`config.mk`:
```
export PLATFORM = sky130hd
export DESIGN_NAME = irq_router
export DESIGN_NICKNAME = d
export VERILOG_FILES = /design/src/rtl/irq_router_pkg.sv /design/src/rtl/irq_router_ctrl.sv /design/src/rtl/irq_router_dp.sv /design/src/rtl/irq_slot_index.sv /design/src/rtl/irq_router.sv
export SDC_FILE = /design/constraint.sdc
export NUM_CORES = 1
export LEC_CHECK = 0
export ABC_AREA = 1
export BUFFER_PORTS_ARGS = -buffer_cell sky130_fd_sc_hd__buf_2
export CORE_AREA = 2 2 117 119
export CTS_CLUSTER_DIAMETER = 80
export DETAILED_ROUTE_END_ITERATION = 6
export DIE_AREA = 0 0 119 121
export HOLD_SLACK_MARGIN = 0.02
export MAX_ROUTING_LAYER = met4
export PLACE_DENSITY_LB_ADDON = 0.12
export RECOVER_POWER = 50
export SKIP_LAST_GASP = 1
export SLEW_MARGIN = 0
export SYNTH_ARGS = -nofsm -noshare
export SYNTH_HDL_FRONTEND = slang
export SYNTH_SLANG_ARGS = --single-unit
```
`constraint.sdc`:
```
create_clock -name clk -period 1.6 [get_ports clk]
set_clock_uncertainty 0.15 [all_clocks]
set_input_delay 0.16 -clock clk [delete_from_list [all_inputs] [get_ports clk]]
set_output_delay 0.16 -clock clk [all_outputs]
set_load 0.03 [all_outputs]
```
`src/rtl/irq_router_pkg.sv`:
```
package irq_router_pkg;
  localparam int PCI_SRC      = 32;
  localparam int IO_SRC       = 16;
  localparam int PCI_PER_REG  = 4;
  localparam int PCI_REGS     = PCI_SRC / PCI_PER_REG;
  localparam int NUM_VEC      = PCI_SRC + IO_SRC;
  localparam int ADDR_W       = 16;
  localparam int DATA_W       = 32;
  localparam int EN_BIT       = DATA_W - 1;
  localparam int PCI_REG_IDX_W = $clog2(PCI_REGS);
  localparam int IO_IDX_W     = $clog2(IO_SRC);
  localparam int SLOT_W       = 5;
  localparam int PIN_W        = 2;
  localparam int LINE_W       = 5;

  localparam logic [ADDR_W-1:0] PCI_MAP_BASE = 16'h0C00;
  localparam logic [ADDR_W-1:0] IO_MAP_BASE  = 16'h1000;
  localparam logic [ADDR_W-1:0] PCI_CLR_BASE = 16'h1400;
  localparam logic [ADDR_W-1:0] IO_CLR_BASE  = 16'h1800;
  localparam logic [ADDR_W-1:0] IO_CLR_LAST  = 16'h1860;

  typedef struct packed {
    logic              pciMapWr;
    logic              ioMapWr;
    logic              pciClr;
    logic              ioClr;
    logic              pciMapSel;
    logic              ioMapSel;
    logic [SLOT_W-1:0] slot;
  } strobe_t;

  function automatic logic [EN_BIT-1:0] pciMapLow(input int g);
    return EN_BIT'(11'h7C0 | 11'(g << 2));
  endfunction

  function automatic logic [EN_BIT-1:0] ioMapLow(input int k);
    return EN_BIT'(11'h7E0 + 11'(k));
  endfunction
endpackage

```
`src/rtl/irq_router_ctrl.sv`:
```
module irq_router_ctrl
  import irq_router_pkg::*;
(
  input  logic              regWr,
  input  logic [ADDR_W-1:0] regAddr,
  output strobe_t           stb
);
  logic oddWord, pciMapHit, ioMapHit, pciClrHit, ioClrHit;
  logic unusedLowAddr;

  assign unusedLowAddr = ^regAddr[1:0];
  assign oddWord   = regAddr[2];
  assign pciMapHit = regAddr[ADDR_W-1:6] == PCI_MAP_BASE[ADDR_W-1:6];
  assign ioMapHit  = regAddr[ADDR_W-1:7] == IO_MAP_BASE[ADDR_W-1:7];
  assign pciClrHit = regAddr[ADDR_W-1:6] == PCI_CLR_BASE[ADDR_W-1:6];
  assign ioClrHit  = (regAddr[ADDR_W-1:8] == IO_CLR_BASE[ADDR_W-1:8]) &&
                     (regAddr[7:0] <= IO_CLR_LAST[7:0]);

  always_comb begin
    stb.pciMapSel = oddWord && pciMapHit;
    stb.ioMapSel  = oddWord && ioMapHit;
    stb.pciMapWr  = regWr && stb.pciMapSel;
    stb.ioMapWr   = regWr && stb.ioMapSel;
    stb.pciClr    = regWr && oddWord && pciClrHit;
    stb.ioClr     = regWr && oddWord && ioClrHit;
    stb.slot      = regAddr[7:3];
  end
endmodule

```
`src/rtl/irq_router_dp.sv`:
```
module irq_router_dp
  import irq_router_pkg::*;
(
  input  logic               clk,
  input  logic               rstN,
  input  strobe_t            stb,
  input  logic [DATA_W-1:0]  wrData,
  input  logic [NUM_VEC-1:0] srcLevel,
  output logic [NUM_VEC-1:0] vecOut,
  output logic [DATA_W-1:0]  rdData
);
  logic [PCI_REGS-1:0] pciEn;
  logic [IO_SRC-1:0]   ioEn;
  logic [NUM_VEC-1:0]  enVec, clrVec, levelQ, vecQ, changed, vecNext;
  logic                unusedWrLow;

  assign unusedWrLow = ^wrData[EN_BIT-1:0];

  always_ff @(posedge clk) begin
    if (!rstN) begin
      pciEn <= '0;
      ioEn  <= '0;
    end else begin
      if (stb.pciMapWr) pciEn[stb.slot[PCI_REG_IDX_W-1:0]] <= wrData[EN_BIT];
      if (stb.ioMapWr)  ioEn[stb.slot[IO_IDX_W-1:0]]       <= wrData[EN_BIT];
    end
  end

  for (genvar n = 0; n < PCI_SRC; n++) begin : g_pciGate
    assign enVec[n] = pciEn[n / PCI_PER_REG];
  end
  for (genvar k = 0; k < IO_SRC; k++) begin : g_ioGate
    assign enVec[PCI_SRC + k] = ioEn[k];
  end

  always_comb begin
    clrVec = '0;
    if (stb.pciClr) clrVec[int'(stb.slot[PCI_REG_IDX_W-1:0])] = 1'b1;
    if (stb.ioClr)  clrVec[PCI_SRC + int'(stb.slot)] = 1'b1;
  end

  assign changed = srcLevel ^ levelQ;
  assign vecNext = ~clrVec & enVec & ((changed & srcLevel) | (~changed & vecQ));

  always_ff @(posedge clk) begin
    if (!rstN) begin
      levelQ <= '0;
      vecQ   <= '0;
    end else begin
      levelQ <= srcLevel;
      vecQ   <= vecNext;
    end
  end

  assign vecOut = vecQ;

  always_comb begin
    rdData = '0;
    if (stb.pciMapSel)
      rdData = {pciEn[stb.slot[PCI_REG_IDX_W-1:0]], pciMapLow(int'(stb.slot[PCI_REG_IDX_W-1:0]))};
    else if (stb.ioMapSel)
      rdData = {ioEn[stb.slot[IO_IDX_W-1:0]], ioMapLow(int'(stb.slot[IO_IDX_W-1:0]))};
  end
endmodule

```
`src/rtl/irq_slot_index.sv`:
```
module irq_slot_index
  import irq_router_pkg::*;
(
  input  logic [7:0]        devFn,
  input  logic [PIN_W-1:0]  pin,
  input  logic              onPrimary,
  output logic [LINE_W-1:0] lineIdx
);
  logic [LINE_W-1:0] primBase, secBase;
  logic [2:0]        unusedFn;

  assign unusedFn = {devFn[7], devFn[6] ^ devFn[5], devFn[2] ^ devFn[1]};
  assign primBase = devFn[0] ? LINE_W'(16) : '0;
  assign secBase  = LINE_W'({devFn[4:3], 2'b00});
  assign lineIdx  = (onPrimary ? primBase : secBase) + LINE_W'(pin);
endmodule

```
`src/rtl/irq_router.sv`:
```
module irq_router
  import irq_router_pkg::*;
(
  input  logic               clk,
  input  logic               rstN,
  input  logic               regWr,
  input  logic [ADDR_W-1:0]  regAddr,
  input  logic [DATA_W-1:0]  regWrData,
  output logic [DATA_W-1:0]  regRdData,
  input  logic [NUM_VEC-1:0] srcLevel,
  output logic [NUM_VEC-1:0] vecOut,
  input  logic [7:0]         slotDevFn,
  input  logic [PIN_W-1:0]   slotPin,
  input  logic               slotPrimary,
  output logic [LINE_W-1:0]  slotLine
);
  strobe_t stb;

  irq_router_ctrl u_ctrl (
    .regWr   (regWr),
    .regAddr (regAddr),
    .stb     (stb)
  );

  irq_router_dp u_dp (
    .clk      (clk),
    .rstN     (rstN),
    .stb      (stb),
    .wrData   (regWrData),
    .srcLevel (srcLevel),
    .vecOut   (vecOut),
    .rdData   (regRdData)
  );

  irq_slot_index u_slot (
    .devFn     (slotDevFn),
    .pin       (slotPin),
    .onPrimary (slotPrimary),
    .lineIdx   (slotLine)
  );
endmodule

```
* Word-level counts from Yosys, hierarchy flattened
Index checks and enable logic that the tools add are counted.
Word-level totals: register bits after elaboration 120, latch bits 0, memory bits (writable) 0, memory bits (read-only) 0, output and inout bits 85, word-level logic and storage cells 61, memories 0
Cells by class: add/sub/neg operators 3, multiply operators 0, div/mod/pow operators 0, order comparisons 9, equality and inequality tests 4, shifts and indexed selects 0, multiplexer cells 20, bitwise logic cells 9, reduce and logical (&&, ||, !) cells 12
Operator list (number):
- $and 48x48->48 | 4
- $not 48->48 | 2
- $mux 32 | 2
- $mux 48 | 1
- $or 48x48->48 | 1
- $or 8x48->48 | 1
- $xor 48x48->48 | 1
- $ge 32x1->1 const B | 1
- $lt 32x8->1 const B | 1
- $bwmux 16 | 1
- $add 11x4->12 const A | 1
- $logic_and 1x1->1 | 12
- $eq 10x6->1 const B | 1
- $eq 10x7->1 const B | 1
- $mux 5 | 2
- $eq 9x6->1 const B | 1
- $bwmux 8 | 1
- $eq 8x5->1 const B | 1
- $le 8x7->1 const B | 1
- $mux 8 | 1
- $add 6x5->7 const A | 1
- $lt 3x7->1 const B | 1
- $demux 1 s3 | 2
- $demux 1 s6 | 1
- other kinds (9) | 15

* Logic depth before layout (Yosys ltp)
depth in word-level cells 10, gate-level depth with buffers 9, depth with buffers taken out 8

* Modules after synthesis
A second synthesis with hierarchy kept.
Unflattened totals: cells, all modules 674, area total of the unflattened synthesis 5024.8 µm²
Modules (own cells, without submodules):
- irq_router_dp | instances 1, cells an instance 629, area each 4793.3 µm²
- irq_router_ctrl | instances 1, cells an instance 37, area each 193.9 µm²
- irq_slot_index | instances 1, cells an instance 8, area each 37.5 µm²

* Least setup slack after synthesis
Ideal clock, no wire load.
path kind input to output, start point in regAddr[14], end point out regRdData[10], arrival time 1.674 ns, required time 1.290 ns, path slack -0.384 ns, stages on the path 6, path buffers 1, cell sequence nor2_2 -> nand2_1 -> nor3_2 -> inv_1 -> nand2_1 -> buf_4
On the way: longest elaborated chain between the ends 4, elaborated cells between the ends (all ways) 6
RTL lines:
- start, declared | line irq_router.sv:7 | input logic [ADDR_W-1:0] regAddr,
- $eq 9x6->1 | line irq_router_ctrl.sv:14 | assign ioMapHit = regAddr[ADDR_W-1:7] == IO_MAP_BASE[ADDR_W-1:7];
- $logic_and 1x1->1 | line irq_router_ctrl.sv:21 | stb.ioMapSel = oddWord && ioMapHit;
- $mux 32 | line irq_router_dp.sv:61 | else if (stb.ioMapSel)
- $mux 32 (*) | line irq_router_dp.sv:59 | if (stb.pciMapSel)
- end, declared | line irq_router.sv:9 | output logic [DATA_W-1:0] regRdData,
Every way passes the cells marked *; elsewhere a longest branch is shown, timed or not.

* Final worst setup path
start point reg u_dp.ioEn[11], end point out regRdData[31]
On the way: longest elaborated chain between the ends 4
RTL lines:
- start, declared | line irq_router_dp.sv:13 | logic [IO_SRC-1:0] ioEn;
- start signal, assigned by index | line irq_router_dp.sv:25 | if (stb.ioMapWr) ioEn[stb.slot[IO_IDX_W-1:0]] <= wrData[EN_BIT];
- $bmux 1 s4 | line irq_router_dp.sv:62 | rdData = {ioEn[stb.slot[IO_IDX_W-1:0]], ioMapLow(int'(stb.slot[IO_IDX_W-1:0]))};
- $mux 1 (implied by the code) | line irq_router_dp.sv:62
- $mux 32 | line irq_router_dp.sv:61
- $mux 32 | line irq_router_dp.sv:59
No other way between the ends. The select of a mux whose other input is x is not followed.

==> results.sh <==
export IMPL_post_route_util=0.581
export IMPL_yosysMostFrequentCell="nand2_1"
export IMPL_finalSetupViolCount=12
export IMPL_ios=195
export IMPL_period_share=1.07
export IMPL_hold_viol=0
export IMPL_cts_sinks=120
export IMPL_synthTopCellsByArea="dfxtp_1 43%, nand2_1 14%, inv_1 9.0%"
export IMPL_grt_met1_usage=0.234
export IMPL_cp_arrival_ns=1.41
export IMPL_fmax_mhz=583
export IMPL_rows=42
export IMPL_setup_tns_ns=-0.351
export IMPL_powerDensity_nw_per_um2=1000
export IMPL_netlist_area_sq_um=5520
export IMPL_syn_to_final_growth_pct=37.7
export IMPL_status="finished, violations left"
export IMPL_hold_class="in2reg"
export IMPL_cap_violations=0
export IMPL_start_util=0.422
export IMPL_crit_fanout=3
export IMPL_clock_tree_buffer_depth=2
export IMPL_cts_root_buf="clkbuf_16"
export IMPL_synthXorXnorAreaFrac=0
export IMPL_synthMuxAreaShare=0
export IMPL_post_dp_cell_area_sq_um=6420
export IMPL_die_h_um=121
export IMPL_dpl_worst_slack_ns=-0.0128
export IMPL_numCtsBuffers=17
export IMPL_wl_um=13700
export IMPL_synth_common_cells="211 x nand2_1, 132 x inv_1, 124 x nor2_1"
export IMPL_clock_latency_ns=0.42
export IMPL_synth_edff_count=0
export IMPL_yosys_warnings=0
export IMPL_place_gp_congestion=0.833
export IMPL_postSynthCellCount=814
export IMPL_layout_drive_gt1_share=0.230
export IMPL_crit_top_cell="nand2_1"
export IMPL_track_usage=0.203
export IMPL_dp_cells=1112
export IMPL_met2_usage=0.341
export IMPL_hpwl_um=9590
export IMPL_vias=5401
export IMPL_period_minus_slack_ns=1.72
export IMPL_drcViolationCount=0
export IMPL_antenna_found_initial=0
export IMPL_clk_pin_slew_ns=0.06
export IMPL_viasPerCell=4.49
export IMPL_yosys_most_used_dff="dfxtp_1"
export IMPL_fp_dieW_um=119
export IMPL_crit_chain="inv_2 -> nand2_1 -> nand2_1 -> nand2_1 -> nand2_1 -> nand2_1 -> nand3_2 -> o21ai_2 -> buf_6"
export IMPL_critPathKind="reg2out"
export IMPL_htree_levels=4
export IMPL_synth_simple_area_share=0.331
export IMPL_port_buffers=132
export IMPL_yosysSeqAreaShare=0.435
export IMPL_fillers=1276
export IMPL_post_route_worst_setup_slack_ns=-0.116
export IMPL_p_leak_nw=3.71
export IMPL_crit_path_max_incr_delay_ns=0.32
export IMPL_final_cell_area_sq_um=7600
export IMPL_design_die_area_sq_um=14400
export IMPL_overflow=0
export IMPL_async_flop_share=0
export IMPL_rsz0062_at_grt="yes"
export IMPL_vdd_ir_drop_max_v=0.000725
export IMPL_worst_ep_required_time_ns=1.29
export IMPL_grt_pass1_vias=5051
export IMPL_synth_cell_types=28
export IMPL_routedWlPerCell_um=11.4
export IMPL_first_pass_iters=4
export IMPL_synth_top_family_by_area="simple AND/OR/NAND/NOR gates"
export IMPL_synth_compound_area_frac=0.0770
export IMPL_core_area_sq_um=13100
export IMPL_diodes=0
export IMPL_slowest_stage="dfxtp_2"
export IMPL_avgSynthCellArea_sq_um=6.79
export IMPL_ys_ff_latch=120
export IMPL_grt_max_degree=45
export IMPL_grt_pass1_wl_um=22900
export IMPL_synthAdderAreaFrac=0
export IMPL_busiest_layer="met2"
export IMPL_final_seq_area_sq_um=2420
export IMPL_multi_input_area_sq_um=2410
export IMPL_antenna_left=0
export IMPL_final_cells=1203
export IMPL_crit_path_end_kind="output pin"
export IMPL_use_met3=0.0489
export IMPL_cts_tree="yes"
export IMPL_drt_iter0_drc=221
export IMPL_startpoint_type="flop"
export IMPL_final_max_slew_viol_count=0
export IMPL_violations="negative setup slack"
export IMPL_synthDominantCellAreaShare=0.435
export IMPL_synth_top_area_cell="dfxtp_1"
export IMPL_nNetsFinal=1124
-- worst paths after layout --
path,slack (ns),to,startpoint,cells past startpoint
min reg2reg,0.24,u_dp.vecOut[36],u_dp.levelQ[36],1
max,-0.12,regRdData[31],u_dp.ioEn[11],9
max reg2reg,0.47,u_dp.vecOut[2],u_dp.pciEn[0],4
min,0.09,u_dp.vecOut[6],regAddr[10],5
-- logic make-up (layout without fill, tap and decap cells) --
logic type | after synthesis | count (layout)
buf+inv | 192 | 386
simple gates | 434 | 434
flops | 120 | 120
other cells | 1 | 20
compound gates | 67 | 67
-- layer usage --
metal | wire, um | vias to the layer above
met4 | 240 | 0
met3 | 644 | 18
met2 | 6580 | 132
met1 | 6250 | 2370
met5 | 0 | -
li1 | - | 2881
-- worst max-delay path, delay by kind of cell (launching register included) --
| kind | cells | cell delay [ns] |
|---|---|---|
| flip-flops | 1 | 0.32 |
| buffers and inverters | 2 | 0.19 |
| AND/OR/NAND/NOR | 6 | 0.36 |
| AO/OA/AOI/OAI | 1 | 0.13 |
-- state kept, by name (all words and copies together), names as in the netlist --
signal	count
u_dp.ioEn	16
u_dp.levelQ	48
u_dp.pciEn	8
u_dp.vecOut	48
-- layout make-up --
cell class,instances,area share
clock inverter,14,0.0227
clock buffer,18,0.0577
inverter,137,0.0688
sequential,120,0.318
multi-input combinational,521,0.317
timing repair buffer,217,0.186
tap,176,0.0290
-- cell usage in the layout, fill, tap and decap left out, types with 4 or more instances in the layout --
master         synthesis  final
dfxtp_2                0     15
nand2_1              211    207
nor2_1               124    122
inv_2                  4     17
conb_1                 1     20
nor3_1                12     12
clkbuf_1               4     26
nand3_1               42     40
clkinv_4               0      4
nor2_2                10     10
a211oi_1              31     31
buf_4                 30     29
inv_1                132    117
o21ai_0                7      6
nand3_2                3      5
dfxtp_1              120    105
nand4_1               26     26
o211ai_1               4      4
nand2_2                2      5
a21oi_1               20     19
clkbuf_16              0     17
dlygate4sd3_1          0     51
buf_2                  9    102
-- power breakdown --
group          leakage (nW)  internal, mW  switching (mW)  total, mW
registers             0.987          3.05          0.0150       3.07
clock network         0.297          2.50            1.41       3.90
logic                  2.42         0.262           0.400      0.663
total                  3.71          5.81            1.82       7.63
-- timing repair --
action                                  in CTS  in global routing
pin swaps                                    5                  4
endpoints found under the hold margin       99                  0
buffers inserted                             5                  3
hold buffers                                51                  0
endpoints found under the setup margin       3                 12
resized for setup                           25                 18
-- metrics by stage --
stage | power (mW) | hold WS (ns)
2_1_floorplan | 3.52 | 0.103
3_3_place_gp | 3.70 | 0.171
3_5_place_dp | 3.70 | 0.171
4_1_cts | 7.73 | 0.113
5_1_grt | 7.94 | 0.117
6_report | 7.63 | 0.0853
Power figures use the tool's default switching activity.
